===== config.mk =====
export PLATFORM = sky130hd
export DESIGN_NAME = qdr2_bridge
export DESIGN_NICKNAME = d
export VERILOG_FILES = /design/src/rtl/qdr2_pkg.sv /design/src/rtl/qdr2_pipe_stage.sv /design/src/rtl/qdr2_wr_path.sv /design/src/rtl/qdr2_rd_path.sv /design/src/rtl/qdr2_bridge.sv
export SDC_FILE = /design/constraint.sdc
export NUM_CORES = 1
export LEC_CHECK = 0
export BUFFER_PORTS_ARGS = -buffer_cell sky130_fd_sc_hd__buf_2
export CAP_MARGIN = 10
export CORE_MARGIN = 5
export CORE_UTILIZATION = 46
export DETAILED_ROUTE_END_ITERATION = 6
export PLACE_DENSITY = 0.83
export SLEW_MARGIN = 20
export SYNTH_ARGS = -nofsm -noshare
export SYNTH_HDL_FRONTEND = slang
export SYNTH_HIERARCHICAL = 1
export SYNTH_SLANG_ARGS = --single-unit

===== constraint.sdc =====
create_clock -name clk_i -period 1.35 [get_ports clk_i]
set_clock_uncertainty 0.1 [all_clocks]
set_input_delay 0.3375 -clock clk_i [delete_from_list [all_inputs] [get_ports clk_i]]
set_output_delay 0.3375 -clock clk_i [all_outputs]
set_load 0.01 [all_outputs]

===== src/rtl/qdr2_pkg.sv =====
package qdr2_pkg;
  typedef enum logic [1:0] {
    SZ_WORD = 2'd0,
    SZ_HALF = 2'd1,
    SZ_BYTE = 2'd2
  } acc_size_e;

  function automatic acc_size_e size_decode(input logic sz16, input logic sz8);
    if (sz8)       return SZ_BYTE;
    else if (sz16) return SZ_HALF;
    else           return SZ_WORD;
  endfunction
endpackage


===== src/rtl/qdr2_pipe_stage.sv =====
module qdr2_pipe_stage #(
  parameter int           W       = 8,
  parameter bit           EN      = 1'b1,
  parameter logic [W-1:0] RST_VAL = '0
) (
  input  logic         clk_i,
  input  logic         rst_ni,
  input  logic [W-1:0] d_i,
  output logic [W-1:0] q_o
);
  if (EN) begin : g_reg
    logic [W-1:0] q;
    always_ff @(posedge clk_i or negedge rst_ni) begin
      if (!rst_ni) q <= RST_VAL;
      else         q <= d_i;
    end
    assign q_o = q;
  end else begin : g_thru
    logic unused_clk_rst;
    assign unused_clk_rst = clk_i ^ rst_ni;
    assign q_o = d_i;
  end
endmodule


===== src/rtl/qdr2_wr_path.sv =====
module qdr2_wr_path
  import qdr2_pkg::*;
#(
  parameter int HADDR_W = 22,
  parameter int BEAT_W  = 16
) (
  input  logic                  clk_i,
  input  logic                  rst_ni,
  input  logic                  wr_req_i,
  input  logic [HADDR_W-1:0]    wr_addr_i,
  input  logic [2*BEAT_W-1:0]   wr_data_i,
  input  logic [BEAT_W/4-1:0]   wr_par_i,
  input  logic                  sz16_i,
  input  logic                  sz8_i,
  output logic                  mem_wr_n_o,
  output logic [HADDR_W-$clog2(BEAT_W/4)-1:0] mem_sa_fall_o,
  output logic [BEAT_W-1:0]     mem_d_rise_o,
  output logic [BEAT_W-1:0]     mem_d_fall_o,
  output logic [BEAT_W/8-1:0]   mem_dp_rise_o,
  output logic [BEAT_W/8-1:0]   mem_dp_fall_o,
  output logic [BEAT_W/8-1:0]   mem_bw_n_rise_o,
  output logic [BEAT_W/8-1:0]   mem_bw_n_fall_o
);
  localparam int WORD_W  = 2 * BEAT_W;
  localparam int LANES   = WORD_W / 8;
  localparam int BLANES  = BEAT_W / 8;
  localparam int SEL_W   = $clog2(LANES);
  localparam int MADDR_W = HADDR_W - SEL_W;

  acc_size_e          sz;
  logic [LANES-1:0]   lane_en;
  logic               wr_n_q;
  logic [MADDR_W-1:0] sa_q;
  logic [WORD_W-1:0]  d_q;
  logic [LANES-1:0]   p_q;
  logic [LANES-1:0]   bwn_q;

  assign sz = size_decode(sz16_i, sz8_i);

  // lane enables from size and low address bits
  always_comb begin
    for (int i = 0; i < LANES; i++) begin
      unique case (sz)
        SZ_WORD: lane_en[i] = 1'b1;
        SZ_HALF: lane_en[i] = ((i >= BLANES) == wr_addr_i[SEL_W-1]);
        SZ_BYTE: lane_en[i] = (SEL_W'(i) == wr_addr_i[SEL_W-1:0]);
        default: lane_en[i] = 1'b0;
      endcase
    end
  end

  always_ff @(posedge clk_i or negedge rst_ni) begin
    if (!rst_ni) begin
      wr_n_q <= 1'b1;
      sa_q   <= '0;
      d_q    <= '0;
      p_q    <= '0;
      bwn_q  <= '1;
    end else if (wr_req_i) begin
      wr_n_q <= 1'b0;
      sa_q   <= wr_addr_i[HADDR_W-1:SEL_W];
      d_q    <= wr_data_i;
      p_q    <= wr_par_i;
      bwn_q  <= ~lane_en;
    end else begin
      wr_n_q <= 1'b1;
      bwn_q  <= '1;
    end
  end

  assign mem_wr_n_o      = wr_n_q;
  assign mem_sa_fall_o   = sa_q;
  assign mem_d_rise_o    = d_q[BEAT_W-1:0];
  assign mem_d_fall_o    = d_q[WORD_W-1:BEAT_W];
  assign mem_dp_rise_o   = p_q[BLANES-1:0];
  assign mem_dp_fall_o   = p_q[LANES-1:BLANES];
  assign mem_bw_n_rise_o = bwn_q[BLANES-1:0];
  assign mem_bw_n_fall_o = bwn_q[LANES-1:BLANES];

  AST_BW_IDLE: assert property (@(posedge clk_i) disable iff (!rst_ni)
    mem_wr_n_o |-> (&bwn_q));
  AST_WORD_ALL_LANES: assert property (@(posedge clk_i) disable iff (!rst_ni)
    $past(wr_req_i && !sz16_i && !sz8_i) |-> (bwn_q == '0));
  AST_HALF_ONE_BEAT: assert property (@(posedge clk_i) disable iff (!rst_ni)
    $past(wr_req_i && sz16_i && !sz8_i) |->
      ($countones(~bwn_q) == BLANES && ((&bwn_q[BLANES-1:0]) || (&bwn_q[LANES-1:BLANES]))));
  AST_BYTE_ONE_LANE: assert property (@(posedge clk_i) disable iff (!rst_ni)
    $past(wr_req_i && sz8_i) |-> ($countones(~bwn_q) == 1));
endmodule


===== src/rtl/qdr2_rd_path.sv =====
module qdr2_rd_path #(
  parameter int HADDR_W = 22,
  parameter int BEAT_W  = 16,
  parameter int MEM_LAT = 3
) (
  input  logic                  clk_i,
  input  logic                  rst_ni,
  input  logic                  rd_req_i,
  input  logic [HADDR_W-1:0]    rd_addr_i,
  output logic                  mem_rd_n_o,
  output logic [HADDR_W-$clog2(BEAT_W/4)-1:0] mem_sa_rise_o,
  input  logic [BEAT_W-1:0]     mem_q_rise_i,
  input  logic [BEAT_W-1:0]     mem_q_fall_i,
  input  logic [BEAT_W/8-1:0]   mem_qp_rise_i,
  input  logic [BEAT_W/8-1:0]   mem_qp_fall_i,
  output logic [2*BEAT_W-1:0]   rd_data_o,
  output logic [BEAT_W/4-1:0]   par_err_o,
  output logic                  rd_valid_o
);
  localparam int WORD_W  = 2 * BEAT_W;
  localparam int LANES   = WORD_W / 8;
  localparam int SEL_W   = $clog2(LANES);
  localparam int MADDR_W = HADDR_W - SEL_W;
  localparam int CNT_W   = $clog2(MEM_LAT + 2);

  logic               rd_n_q;
  logic [MADDR_W-1:0] sa_q;
  logic [MEM_LAT-1:0] lat_sr;
  logic               cap_en;
  logic [WORD_W-1:0]  word_c;
  logic [LANES-1:0]   par_c;
  logic [LANES-1:0]   err_c;
  logic [WORD_W-1:0]  data_q;
  logic [LANES-1:0]   err_q;
  logic               vld_q;
  logic [CNT_W-1:0]   inflight_q;
  logic               unused_rd_lsb;

  assign unused_rd_lsb = ^rd_addr_i[SEL_W-1:0];
  assign cap_en = lat_sr[MEM_LAT-1];
  assign word_c = {mem_q_fall_i, mem_q_rise_i};
  assign par_c  = {mem_qp_fall_i, mem_qp_rise_i};

  always_comb begin
    for (int i = 0; i < LANES; i++) err_c[i] = (^word_c[8*i +: 8]) ^ par_c[i];
  end

  // issue and latency tracking
  always_ff @(posedge clk_i or negedge rst_ni) begin
    if (!rst_ni) begin
      rd_n_q <= 1'b1;
      sa_q   <= '0;
      lat_sr <= '0;
    end else begin
      rd_n_q <= ~rd_req_i;
      if (rd_req_i) sa_q <= rd_addr_i[HADDR_W-1:SEL_W];
      lat_sr[0] <= rd_req_i;
      for (int i = 1; i < MEM_LAT; i++) lat_sr[i] <= lat_sr[i-1];
    end
  end

  // beat capture and parity check
  always_ff @(posedge clk_i or negedge rst_ni) begin
    if (!rst_ni) begin
      data_q <= '0;
      err_q  <= '0;
      vld_q  <= 1'b0;
    end else begin
      vld_q <= cap_en;
      if (cap_en) begin
        data_q <= word_c;
        err_q  <= err_c;
      end else begin
        err_q  <= '0;
      end
    end
  end

  always_ff @(posedge clk_i or negedge rst_ni) begin
    if (!rst_ni) inflight_q <= '0;
    else         inflight_q <= inflight_q + CNT_W'(rd_req_i) - CNT_W'(cap_en);
  end

  assign mem_rd_n_o    = rd_n_q;
  assign mem_sa_rise_o = sa_q;
  assign rd_data_o     = data_q;
  assign par_err_o     = err_q;
  assign rd_valid_o    = vld_q;

  AST_INFLIGHT_BOUND: assert property (@(posedge clk_i) disable iff (!rst_ni)
    inflight_q <= CNT_W'(MEM_LAT));
  AST_STROBE_TRACKS_PIPE: assert property (@(posedge clk_i) disable iff (!rst_ni)
    !mem_rd_n_o |-> lat_sr[0]);
  AST_FLAGS_QUIET: assert property (@(posedge clk_i) disable iff (!rst_ni)
    !rd_valid_o |-> (par_err_o == '0));
endmodule


===== src/rtl/qdr2_bridge.sv =====
module qdr2_bridge
  import qdr2_pkg::*;
#(
  parameter int HADDR_W   = 22,
  parameter int HDATA_W   = 32,
  parameter int MEM_LAT   = 3,
  parameter bit HOST_PIPE = 1'b1,
  localparam int BEAT_W   = HDATA_W / 2,
  localparam int LANES    = HDATA_W / 8,
  localparam int BLANES   = BEAT_W / 8,
  localparam int MADDR_W  = HADDR_W - $clog2(HDATA_W / 8)
) (
  input  logic               clk_i,
  input  logic               rst_ni,
  input  logic [HADDR_W-1:0] host_wr_addr_i,
  input  logic [HADDR_W-1:0] host_rd_addr_i,
  input  logic [HDATA_W-1:0] host_wr_data_i,
  input  logic [LANES-1:0]   host_wr_par_i,
  input  logic               host_rd_n_i,
  input  logic               host_wr_n_i,
  input  logic               host_sz16_i,
  input  logic               host_sz8_i,
  output logic [HDATA_W-1:0] host_rd_data_o,
  output logic [LANES-1:0]   host_par_err_o,
  output logic               host_rd_valid_o,
  output logic               mem_rd_n_o,
  output logic               mem_wr_n_o,
  output logic [MADDR_W-1:0] mem_sa_rise_o,
  output logic [MADDR_W-1:0] mem_sa_fall_o,
  output logic [BEAT_W-1:0]  mem_d_rise_o,
  output logic [BEAT_W-1:0]  mem_d_fall_o,
  output logic [BLANES-1:0]  mem_dp_rise_o,
  output logic [BLANES-1:0]  mem_dp_fall_o,
  output logic [BLANES-1:0]  mem_bw_n_rise_o,
  output logic [BLANES-1:0]  mem_bw_n_fall_o,
  input  logic [BEAT_W-1:0]  mem_q_rise_i,
  input  logic [BEAT_W-1:0]  mem_q_fall_i,
  input  logic [BLANES-1:0]  mem_qp_rise_i,
  input  logic [BLANES-1:0]  mem_qp_fall_i
);
  localparam int IN_W  = 4 + 2 * HADDR_W + HDATA_W + LANES;
  localparam int OUT_W = 1 + HDATA_W + LANES;
  localparam logic [IN_W-1:0] IN_RST = {2'b11, {(IN_W-2){1'b0}}};

  logic [IN_W-1:0]    in_d, in_q;
  logic [OUT_W-1:0]   out_d, out_q;
  logic               c_rd_n, c_wr_n, c_sz16, c_sz8;
  logic [HADDR_W-1:0] c_raddr, c_waddr;
  logic [HDATA_W-1:0] c_wdata;
  logic [LANES-1:0]   c_wpar;
  logic [HDATA_W-1:0] r_data;
  logic [LANES-1:0]   r_err;
  logic               r_vld;

  assign in_d = {host_rd_n_i, host_wr_n_i, host_sz16_i, host_sz8_i,
                 host_rd_addr_i, host_wr_addr_i, host_wr_data_i, host_wr_par_i};

  qdr2_pipe_stage #(.W(IN_W), .EN(HOST_PIPE), .RST_VAL(IN_RST)) u_in_stage (
    .clk_i (clk_i),
    .rst_ni(rst_ni),
    .d_i   (in_d),
    .q_o   (in_q)
  );

  assign {c_rd_n, c_wr_n, c_sz16, c_sz8, c_raddr, c_waddr, c_wdata, c_wpar} = in_q;

  qdr2_wr_path #(.HADDR_W(HADDR_W), .BEAT_W(BEAT_W)) u_wr (
    .clk_i          (clk_i),
    .rst_ni         (rst_ni),
    .wr_req_i       (~c_wr_n),
    .wr_addr_i      (c_waddr),
    .wr_data_i      (c_wdata),
    .wr_par_i       (c_wpar),
    .sz16_i         (c_sz16),
    .sz8_i          (c_sz8),
    .mem_wr_n_o     (mem_wr_n_o),
    .mem_sa_fall_o  (mem_sa_fall_o),
    .mem_d_rise_o   (mem_d_rise_o),
    .mem_d_fall_o   (mem_d_fall_o),
    .mem_dp_rise_o  (mem_dp_rise_o),
    .mem_dp_fall_o  (mem_dp_fall_o),
    .mem_bw_n_rise_o(mem_bw_n_rise_o),
    .mem_bw_n_fall_o(mem_bw_n_fall_o)
  );

  qdr2_rd_path #(.HADDR_W(HADDR_W), .BEAT_W(BEAT_W), .MEM_LAT(MEM_LAT)) u_rd (
    .clk_i        (clk_i),
    .rst_ni       (rst_ni),
    .rd_req_i     (~c_rd_n),
    .rd_addr_i    (c_raddr),
    .mem_rd_n_o   (mem_rd_n_o),
    .mem_sa_rise_o(mem_sa_rise_o),
    .mem_q_rise_i (mem_q_rise_i),
    .mem_q_fall_i (mem_q_fall_i),
    .mem_qp_rise_i(mem_qp_rise_i),
    .mem_qp_fall_i(mem_qp_fall_i),
    .rd_data_o    (r_data),
    .par_err_o    (r_err),
    .rd_valid_o   (r_vld)
  );

  assign out_d = {r_vld, r_data, r_err};

  qdr2_pipe_stage #(.W(OUT_W), .EN(HOST_PIPE), .RST_VAL('0)) u_out_stage (
    .clk_i (clk_i),
    .rst_ni(rst_ni),
    .d_i   (out_d),
    .q_o   (out_q)
  );

  assign {host_rd_valid_o, host_rd_data_o, host_par_err_o} = out_q;

  AST_SIZE_EXCL: assert property (@(posedge clk_i) disable iff (!rst_ni)
    (!c_wr_n && c_sz16) |-> !c_sz8);
  AST_HOST_FLAGS_QUIET: assert property (@(posedge clk_i) disable iff (!rst_ni)
    !host_rd_valid_o |-> (host_par_err_o == '0));
endmodule


==> run_results.csv <==
group,metric,value,unit
routing,routed_wl,21.04,mm
routing,ant_nets,0,
pwr,p_leak,6.130,nW
sta,worst_slack,-0.2315,ns
grt,antenna_found_initial,0,
pwr,finalPower,17.19,mW
pwr,powerDensity,1376,nW/µm²
final_layout,area_growth,55.17,%
critical_path,worst-path-buf-inv,1,
grt,grt_max_degree,41,
routing,routedWlPerCell,19.14,µm
placement,dp_hpwl,11.95,mm
critical_path,critPathMaxFanout,1,
die,initial_core_util,0.4671,
clock_network,cts_made_buffers,24,
critical_path,crit_chain,"buf_6",
synthesis,yosys_warnings,6,
clock_network,htreeDepth,1,
clock_network,cts_sinks,241,
job,cap_violations,0,
final_layout,drive_above_1_share,0.5573,
routing,drt_iter0_drc,120,
grt,grt_pass1_vias,6045,
sta,min_period,1.582,ns
die,core-area,17240,µm²
sta,finalCritPeriodShare,1.172,
critical_path,path_class,"reg -> out",
synthesis,avgSynthCellArea,19.78,µm²
synthesis,syn_area,8051,µm²
clock_network,cts_tree,"yes",
placement,portBuffers,238,
critical_path,path_delay_family,"flip-flops",
sta,slew_violations,0,
synthesis,postSynthCellCount,407,
sta,slew_headroom,0.7620,
sta,grt_setup_unrepaired,"true",
status,violations,"setup timing",
sta,fmax,0.6323,GHz
critical_path,slowest_stage,"dfstp_2",
clock_network,clockBufferDepth,3,
grt,grt_pass1_wl,32.06,mm
critical_path,crit_arrival,1.14,ns
routing,firstDrtPassIters,4,
critical_path,end_kind,"primary output",
die,dieArea,20250,µm²
die,die_h,142.3,µm
routing,vias_per_cell,4.586,
routing,vias,5040,
hold_path,hold_class,"in -> reg",
clock_network,clkSlewWorstSetupHoldPaths,0.06,ns
final_layout,final_core_util,0.7248,
critical_path,required,0.91,ns
sta,hold_viol,0,
die,die_w,142.3,µm
final_layout,nNetsFinal,978,
grt,track_usage,0.2017,
placement,place_congestion,0.8985,
clock_network,clock_latency,0.50,ns
synthesis,syn_nets,529,
sta,setup_viol,179,
pwr,ir_drop,983.0,µV
sta,timing.hold.ws,0.02438,ns
grt,grt-ovfl-total,0,
critical_path,max_stage_delay,0.54,ns
die,io_pins,241,
sta,worst_slew_pin_slew,0.3570,ns
status,status,"complete, but fails checks",
critical_path,cp-start-kind,"flip-flop",
die,core.rowCount,48,
clock_network,root_buffer,"clkbuf_16",
routing,drc_errors,0,
registers in the layout, summed over array words and instances, names as in the netlist:
name,count
u_in_stage/q_o,82
u_out_stage/q_o,37
u_rd/lat_sr,3
u_rd/mem_rd_n_o,1
u_rd/mem_sa_rise_o,20
u_rd/par_err_o,4
u_rd/rd_data_o,32
u_rd/rd_valid_o,1
u_wr/bwn_q,4
u_wr/d_q,32
u_wr/mem_sa_fall_o,20
u_wr/mem_wr_n_o,1
u_wr/p_q,4
timing repair:
item	4_1_cts	5_1_grt
setup endpoints to repair	179	181
resized for setup	47	36
gates cloned	3	0
hold buffers	108	0
hold endpoints to repair	326	0
pin swaps	0	2
setup buffers	46	24
cells in the final DEF, fill, tap and decap left out, types with 3 or more instances in the layout:
cell type        n
dfstp_2          8
buf_2          180
nand2_1          5
xnor2_1          6
clkbuf_16       25
mux2_4          55
mux2_2          53
buf_4           80
clkbuf_1         7
dfrtp_1        233
nand2b_1         3
inv_1            5
dlygate4sd3_1  108
buf_6           54
xor2_1           4
xnor3_1          8
buf_12          10
buf_16           3
mux2i_1          4
clkbuf_8         7
final timing paths:
check,slack (ns),startpoint,to,cells after the start
max in group asynchronous,0.34,rst_ni,u_wr/mem_sa_fall_o[10],3
min in group asynchronous,0.23,rst_ni,u_in_stage/q_o[23],2
setup reg to reg,-0.07,u_in_stage/q_o[82],u_wr/mem_sa_fall_o[4],3
hold reg to reg,0.25,u_rd/lat_sr[0],u_rd/lat_sr[1],0
setup / recovery,-0.23,u_rd/mem_rd_n_o,mem_rd_n_o,1
hold / removal,0.02,mem_q_fall_i[6],u_rd/rd_data_o[22],2
per-layer routing:
metal | vias up | wire length, µm | GRT usage | share of wire
li1 | 2268 | - | - | -
met2 | 189 | 11290 | 0.3682 | 0.54
met4 | 0 | 727 | 0.07454 | 0.035
met1 | 2529 | 7624 | 0.2344 | 0.36
met5 | - | 0 | 0 | 0
met3 | 54 | 1397 | 0.04234 | 0.066
where the power goes:
group	switching (mW)	internal [mW]	total, mW
registers	0.329	7.85	8.18
clock network	2.60	3.77	6.37
logic	1.01	1.63	2.64
total	3.94	13.2	17.2
area by class of cell:
| cell class | count | area (µm²) |
|---|---|---|
| Fill cell | 967 | 4743 |
| Clock inverter | 3 | 17.52 |
| Sequential cell | 241 | 6041 |
| Antenna cell | 2 | 5.005 |
| Timing Repair Buffer | 436 | 3488 |
| Inverter | 6 | 35.03 |
| Tap cell | 225 | 281.5 |
| Multi-Input combinational cell | 147 | 1877 |
| Clock buffer | 39 | 748.2 |
metrics by stage:
step / cells / cell area [µm²] / TNS [ns] / setup WS, ns
4_1_cts: 1076 / 12110 / -17.78 / -0.2430
6_report: 1099 / 12490 / -15.71 / -0.2315
2_1_floorplan: 407 / 8051 / 0 / 0.02452
3_5_place_dp: 877 / 9608 / -2.241 / -0.08079
3_3_place_gp: 877 / 9608 / -1.406 / -0.03813
5_1_grt: 1097 / 12490 / -22.60 / -0.2624
Note: power is estimated with default switching activity, not from simulation.
